==> src/rtl/pwm_bank_pkg.sv <==
package pwm_bank_pkg;
  localparam int BUS_W       = 16;
  localparam int STRIDE_LG   = 7;          // 0x80 bytes per channel
  localparam logic [6:0] OFF_DUTY_LO = 7'h08;
  localparam logic [6:0] OFF_DUTY_HI = 7'h0C;
  localparam logic [6:0] OFF_PER_LO  = 7'h10;
  localparam logic [6:0] OFF_PER_HI  = 7'h14;
  localparam logic [6:0] OFF_DIV     = 7'h18;
  localparam logic [6:0] OFF_CTRL    = 7'h1C;
  localparam int POL_BIT     = 4;
  localparam int SRST_ADDR   = 'h1FC;

  function automatic int addr_width(input int nch);
    int w;
    w = $clog2(nch) + STRIDE_LG;
    if (w < 9) w = 9;                      // must reach the soft-reset word
    return w;
  endfunction
endpackage

==> src/rtl/pwm_regs.sv <==
module pwm_regs
  import pwm_bank_pkg::*;
#(
  parameter int NCH    = 8,
  parameter int CNT_W  = 18,
  parameter int DIV_W  = 8,
  parameter int ADDR_W = 10
) (
  input  logic                        clk,
  input  logic                        rst,
  input  logic                        bus_wr,
  input  logic                        bus_rd,
  input  logic [ADDR_W-1:0]           bus_addr,
  input  logic [BUS_W-1:0]            bus_wdata,
  output logic [BUS_W-1:0]            bus_rdata,
  output logic [NCH-1:0][CNT_W-1:0]   sh_duty,
  output logic [NCH-1:0][CNT_W-1:0]   sh_per,
  output logic [NCH-1:0][DIV_W-1:0]   sh_div,
  output logic [NCH-1:0]              pol,
  output logic [NCH-1:0]              srst
);
  localparam int HI_W = CNT_W - BUS_W;
  localparam int CH_W = ADDR_W - STRIDE_LG;

  logic [CH_W-1:0]  ch_sel;
  logic [6:0]       off;
  logic             srst_hit;
  logic             ch_ok;
  logic [BUS_W-1:0] rd_val;

  assign ch_sel   = bus_addr[ADDR_W-1:STRIDE_LG];
  assign off      = bus_addr[STRIDE_LG-1:0];
  assign srst_hit = (bus_addr == ADDR_W'(SRST_ADDR));
  assign ch_ok    = ({1'b0, ch_sel} < (CH_W+1)'(NCH));

  for (genvar g = 0; g < NCH; g++) begin : g_ch
    logic sel;
    assign sel = bus_wr && ch_ok && (ch_sel == CH_W'(g));
    always_ff @(posedge clk) begin
      if (rst) begin
        sh_duty[g] <= '0;
        sh_per[g]  <= '0;
        sh_div[g]  <= '0;
        pol[g]     <= 1'b0;
      end else if (sel) begin
        case (off)
          OFF_DUTY_LO: sh_duty[g][BUS_W-1:0]     <= bus_wdata;
          OFF_DUTY_HI: sh_duty[g][CNT_W-1:BUS_W] <= bus_wdata[HI_W-1:0];
          OFF_PER_LO:  sh_per[g][BUS_W-1:0]      <= bus_wdata;
          OFF_PER_HI:  sh_per[g][CNT_W-1:BUS_W]  <= bus_wdata[HI_W-1:0];
          OFF_DIV:     sh_div[g]                 <= bus_wdata[DIV_W-1:0];
          OFF_CTRL:    pol[g]                    <= bus_wdata[POL_BIT];
          default: ;
        endcase
      end
    end
  end

  always_ff @(posedge clk) begin
    if (rst)                    srst <= '0;
    else if (bus_wr && srst_hit) srst <= bus_wdata[NCH-1:0];
  end

  always_comb begin
    rd_val = '0;
    if (srst_hit) begin
      rd_val[NCH-1:0] = srst;
    end else if (ch_ok) begin
      for (int k = 0; k < NCH; k++) begin
        if (ch_sel == CH_W'(k)) begin
          case (off)
            OFF_DUTY_LO: rd_val = sh_duty[k][BUS_W-1:0];
            OFF_DUTY_HI: rd_val[HI_W-1:0] = sh_duty[k][CNT_W-1:BUS_W];
            OFF_PER_LO:  rd_val = sh_per[k][BUS_W-1:0];
            OFF_PER_HI:  rd_val[HI_W-1:0] = sh_per[k][CNT_W-1:BUS_W];
            OFF_DIV:     rd_val[DIV_W-1:0] = sh_div[k];
            OFF_CTRL:    rd_val[POL_BIT] = pol[k];
            default: ;
          endcase
        end
      end
    end
  end

  always_ff @(posedge clk) begin
    if (rst) bus_rdata <= '0;
    else     bus_rdata <= bus_rd ? rd_val : '0;
  end
endmodule

==> src/rtl/pwm_chan.sv <==
module pwm_chan #(
  parameter int CNT_W = 18,
  parameter int DIV_W = 8
) (
  input  logic             clk,
  input  logic             rst,
  input  logic             hold,
  input  logic             pol,
  input  logic [CNT_W-1:0] sh_duty,
  input  logic [CNT_W-1:0] sh_per,
  input  logic [DIV_W-1:0] sh_div,
  output logic             pwm_o,
  output logic [CNT_W-1:0] cnt,
  output logic [DIV_W-1:0] pre,
  output logic [CNT_W-1:0] act_duty,
  output logic [CNT_W-1:0] act_per,
  output logic [DIV_W-1:0] act_div
);
  logic tick;
  logic last;

  assign tick = (pre == act_div);
  assign last = ({1'b0, cnt} + (CNT_W+1)'(1)) >= {1'b0, act_per};

  always_ff @(posedge clk) begin
    if (rst) begin
      pre      <= '0;
      cnt      <= '0;
      act_duty <= '0;
      act_per  <= '0;
      act_div  <= '0;
      pwm_o    <= 1'b0;
    end else if (hold) begin
      pre      <= '0;
      cnt      <= '0;
      act_duty <= sh_duty;
      act_per  <= sh_per;
      act_div  <= sh_div;
      pwm_o    <= pol;
    end else begin
      if (tick) begin
        pre <= '0;
        if (last) begin
          cnt      <= '0;
          act_duty <= sh_duty;
          act_per  <= sh_per;
          act_div  <= sh_div;
        end else begin
          cnt <= cnt + CNT_W'(1);
        end
      end else begin
        pre <= pre + DIV_W'(1);
      end
      pwm_o <= (cnt < act_duty) ^ pol;
    end
  end
endmodule

==> src/rtl/pwm_bank.sv <==
module pwm_bank
  import pwm_bank_pkg::*;
#(
  parameter int NCH    = 8,
  parameter int CNT_W  = 18,
  parameter int DIV_W  = 8,
  parameter int ADDR_W = addr_width(NCH)
) (
  input  logic              clk,
  input  logic              rst,
  input  logic              bus_wr,
  input  logic              bus_rd,
  input  logic [ADDR_W-1:0] bus_addr,
  input  logic [BUS_W-1:0]  bus_wdata,
  output logic [BUS_W-1:0]  bus_rdata,
  output logic [NCH-1:0]    pwm_out
);
  logic [NCH-1:0][CNT_W-1:0] sh_duty, sh_per;
  logic [NCH-1:0][DIV_W-1:0] sh_div;
  logic [NCH-1:0]            pol_q, srst_q;
  logic [NCH-1:0][CNT_W-1:0] cnt_w, act_duty_w, act_per_w;
  logic [NCH-1:0][DIV_W-1:0] pre_w, act_div_w;

  pwm_regs #(.NCH(NCH), .CNT_W(CNT_W), .DIV_W(DIV_W), .ADDR_W(ADDR_W)) u_regs (
    .clk(clk), .rst(rst), .bus_wr(bus_wr), .bus_rd(bus_rd),
    .bus_addr(bus_addr), .bus_wdata(bus_wdata), .bus_rdata(bus_rdata),
    .sh_duty(sh_duty), .sh_per(sh_per), .sh_div(sh_div),
    .pol(pol_q), .srst(srst_q)
  );

  for (genvar g = 0; g < NCH; g++) begin : g_chan
    pwm_chan #(.CNT_W(CNT_W), .DIV_W(DIV_W)) u_chan (
      .clk(clk), .rst(rst), .hold(srst_q[g]), .pol(pol_q[g]),
      .sh_duty(sh_duty[g]), .sh_per(sh_per[g]), .sh_div(sh_div[g]),
      .pwm_o(pwm_out[g]), .cnt(cnt_w[g]), .pre(pre_w[g]),
      .act_duty(act_duty_w[g]), .act_per(act_per_w[g]), .act_div(act_div_w[g])
    );
  end
endmodule

==> config.mk <==
export PLATFORM = sky130hd
export DESIGN_NAME = pwm_bank
export DESIGN_NICKNAME = d
export VERILOG_FILES = /design/src/rtl/pwm_bank_pkg.sv /design/src/rtl/pwm_regs.sv /design/src/rtl/pwm_chan.sv /design/src/rtl/pwm_bank.sv
export SDC_FILE = /design/constraint.sdc
export NUM_CORES = 2
export LEC_CHECK = 0
export BUFFER_PORTS_ARGS = -buffer_cell sky130_fd_sc_hd__buf_2
export CAP_MARGIN = 20
export CORE_UTILIZATION = 62
export DETAILED_ROUTE_END_ITERATION = 8
export GPL_ROUTABILITY_DRIVEN = 0
export PLACE_DENSITY = 0.78
export REMOVE_ABC_BUFFERS = 1
export SLEW_MARGIN = 20
export SYNTH_ARGS = -nofsm -noshare
export SYNTH_HDL_FRONTEND = slang
export SYNTH_HIERARCHICAL = 1
export SYNTH_SLANG_ARGS = --single-unit
==> constraint.sdc <==
create_clock -name clk -period 6.7 [get_ports clk]
set_input_delay 1.005 -clock clk [delete_from_list [all_inputs] [get_ports clk]]
set_output_delay 1.005 -clock clk [all_outputs]
set_load 0.005 [all_outputs]
==> summary.md <==
| Metric | Value |
|---|---|
| Initial drt markers | 8514 |
| Clock insertion delay at the later pin of the skew report | 0.70 ns |
| Vias | 59600 |
| Post-CTS setup buffer count | 0 |
| Site Rows | 113 |
| Routed wire length per instance | 21.2 um |
| Final setup viols | 0 |
| Hold endpoint | g_chan[7].u_chan/act_per[15]$_SDFFE_PP0P_ |
| Register area share after synthesis | 31.8% |
| Setup TNS | 0 ns |
| Core Area | 0.0953 mm^2 |
| Worst hold start | g_chan[7].u_chan/act_per[15]$_SDFFE_PP0P_ |
| Worst Setup Slack, final | 2.12 ns |
| Predominant post-synthesis flop cell | dfxtp_1 |
| Synth async-reset ratio | 0% |
| Fmax | 0.218 GHz |
| Dpl cells | 8800 |
| Largest fanout on the critical path | 41 |
| Req. time, crit path | 7.32 ns |
| Cell Count, Final, Fillers Out | 9007 |
| Simple logic cell fraction of the synthesized area | 32.3% |
| CTS Buf Count | 106 |
| Adder-cell share of the synthesized area | 6.18% |
| First-pass GRT wire length | 296000 um |
| Critical Path Start Type | flip-flop |
| Main combinational cell family by area after synthesis | simple AND/OR/NAND/NOR gates |
| CTS Hold Bufs | 0 |
| Avg Cell Area, Syn | 7.38 um^2 |
| Sink Count | 952 |
| RR Endpoint | g_chan[3].u_chan/cnt[17]$_SDFFE_PP0P_ |
| Post-place setup slack | 2.32 ns |
| GR Overflow Total | 0 |
| Initial antenna violation count | 11 |
| Post-Syn Instances | 8114 |
| Hold Crit Class | reg2reg |
| Register bit count reported by yosys | 952 |
| CTS root buf | clkbuf_16 |
| Final Hold Fails | 0 |
| Synth-to-layout area growth | 5.17% |
| Worst Setup Path Type | reg2reg |
| Worst slew margin | 20.9% |
| Max Cap Violations | 0 |
| Detailed Place HPWL | 123000 um |
| Routed Antenna Nets | 0 |
| Clock-pin slew on the worst setup and hold paths | 0.06 ns |
| Post-DR vias/cell | 6.61 |
| Synth Area in XOR/XNOR | 3.39% |
| Reg2Reg Depth | 13 |
| Post-synth EDFFs | 0 |
| CTS tree | yes |
| Max-slew violations | 0 |
| Largest net degree at the start of global routing | 233 |
| Htree depth | 3 |
| Post-CTS sizing | 0 |
| Worst vdd ir | 0.195 mV |
| Synth Cell Area | 0.0599 mm^2 |
| Final Cycle Share | 68.3% |
| FILL cells | 8201 |
| Nets | 7972 |
| Layout cells sized above 1 | 6.83% |
| CTS Buffer Depth | 3 |
| Io pins | 54 |
| Hold Crit Depth | 2 |
| Status | finished clean |
| Die area | 0.0979 mm^2 |
| Worst-Margin Slew | 1.19 ns |
| Synth Area in Compound Gates | 17.0% |
| Lkg Pwr | 0.0231 uW |
| # DRC | 0 |
| Pwr Total | 12400 uW |
| Worst clock skew | 0.0286 ns |
| RSZ-0062 raised after global routing | false |
| Tot GR Track Use | 37.2% |
| CP Data Arrival Time | 5.19 ns |
| Synth Warn # | 6 |
| Setup crit end kind | flip-flop |
| Synth cell types | 93 |
| Period minus WS final | 4.58 ns |
| TritonRoute pass-1 iters | 7 |
| PwrDens | 197 mW/mm^2 |
| Mux cell area share after synthesis | 1.84% |
| Final wirelength | 191000 um |
| Setup slack, reg-to-reg | 2.12 ns |
| Die Span Y | 313 um |
| R2R Path Start | g_chan[3].u_chan/cnt[0]$_SDFFE_PP0P_ |
| Starting Density | 62.9% |
| IO Port Bufs | 53 |
| Die X | 313 um |
| Vias in the first global route | 53200 |
critical path: stages, from the launching register on:
cell and delay [ns]:
dfxtp_1 0.43, ha_1 0.31, nand3_4 0.16, or2_2 0.36, nor2_1 0.14, xor2_1 0.23, ha_1 0.28, a211oi_1 0.25
nor2_1 0.08, a2111oi_1 0.55, or3_2 0.83, buf_4 0.42, nand2_4 0.21, o211ai_1 0.24
state kept, by name, summed over array words and instances (netlist names), 16 cells and up:
name	count
u_regs/sh_duty	144
g_chan.u_chan/act_per	144
g_chan.u_chan/cnt	144
g_chan.u_chan/pre	64
u_regs/bus_rdata	16
u_regs/sh_per	144
g_chan.u_chan/act_duty	144
u_regs/sh_div	64
g_chan.u_chan/act_div	64
final cells by class:
class	count	area, um^2	share of cell area [%]
antenna	7	17.5	0.0278
clock buffer	149	3140	4.98
sequential	952	19100	30.3
clock inverter	48	657	1.04
inverter	308	1160	1.83
multi-input combinational	6155	36500	57.9
timing repair buffer	123	880	1.40
tap	1265	1580	2.51
cells in the final DEF (no fill, tap or decap), types with 53 or more instances in the layout:
cell,count
nor4_1,129
nand2_1,1245
nor2_1,450
a21oi_1,766
dfxtp_1,945
nand2b_1,101
buf_4,62
xnor2_1,107
nand3_1,937
mux2i_1,71
clkbuf_16,109
nor3b_1,335
o211ai_2,60
ha_1,296
a211o_1,53
o21ai_0,420
a22oi_1,83
inv_1,306
nor3_1,273
xor2_1,125
kinds of logic (layout without fill, tap and decap cells):
family | after synthesis | count (layout)
simple gates | 3844 | 3844
compound gates | 1677 | 1677
buf+inv | 1007 | 628
flops | 952 | 952
fa+ha+maj | 296 | 296
xor+xnor | 232 | 232
mux | 106 | 106
other cells | 0 | 7
routing by layer:
metal / wire length (um) / global-route usage, % / part of all wire (%)
met5: 41 / 0 / 0.021
met4: 11400 / 19.6 / 6.0
met3: 21100 / 8.14 / 11
met2: 82500 / 55.7 / 43
met1: 75700 / 49.9 / 40
worst max-delay path by stage:
stage,startpoint,endpoint,slack (ns)
floorplan,g_chan[0].u_chan/cnt[0]$_SDFFE_PP0P_,g_chan[0].u_chan/cnt[10]$_SDFFE_PP0P_,0.60
global placement,bus_addr[3],u_regs/bus_rdata[2]$_SDFF_PP0_,2.37
detailed placement,bus_addr[3],u_regs/bus_rdata[2]$_SDFF_PP0_,2.32
CTS,g_chan[3].u_chan/cnt[0]$_SDFFE_PP0P_,g_chan[3].u_chan/cnt[17]$_SDFFE_PP0P_,2.29
global route,g_chan[3].u_chan/cnt[0]$_SDFFE_PP0P_,g_chan[3].u_chan/cnt[15]$_SDFFE_PP0P_,1.92
finish,g_chan[3].u_chan/cnt[0]$_SDFFE_PP0P_,g_chan[3].u_chan/cnt[17]$_SDFFE_PP0P_,2.12
cell usage after synthesis, drive strengths merged, types with 61 or more instances:
| cell | count | share of area [%] |
|---|---|---|
| nor3 | 282 | 2.4 |
| ha | 296 | 6.2 |
| nor3b | 335 | 4.2 |
| o21ai | 435 | 3.6 |
| nand2 | 1265 | 8.1 |
| nand4 | 61 | 0.86 |
| xor2 | 125 | 1.8 |
| nand3 | 947 | 8.1 |
| buf | 205 | 2.4 |
| inv | 308 | 1.9 |
| mux2i | 71 | 1.2 |
| o211ai | 87 | 1.6 |
| nor2 | 459 | 2.9 |
| clkbuf | 494 | 3.2 |
| dfxtp | 952 | 32 |
| xnor2 | 107 | 1.6 |
| a21oi | 767 | 6.4 |
| nor4 | 143 | 1.7 |
| nand2b | 101 | 1.1 |
| a22oi | 83 | 1.0 |
through the flow:
step                util (%)  cell area, um^2  hold WS [ns]
detailed placement      62.1            59100         0.464
finish                  66.1            63000         0.480
global placement        62.0            59100         0.455
floorplan                  -            56600         0.440
global route            66.1            63000         0.501
CTS                     66.0            62900         0.481
power breakdown:
part | internal (uW) | switching, uW | leakage, uW
registers | 5660 | 2.89 | 0.00767
clock network | 3810 | 2550 | 0.00186
logic | 67.6 | 356 | 0.0136
total | 9530 | 2910 | 0.0231
Power figures use the tool's default switching activity.
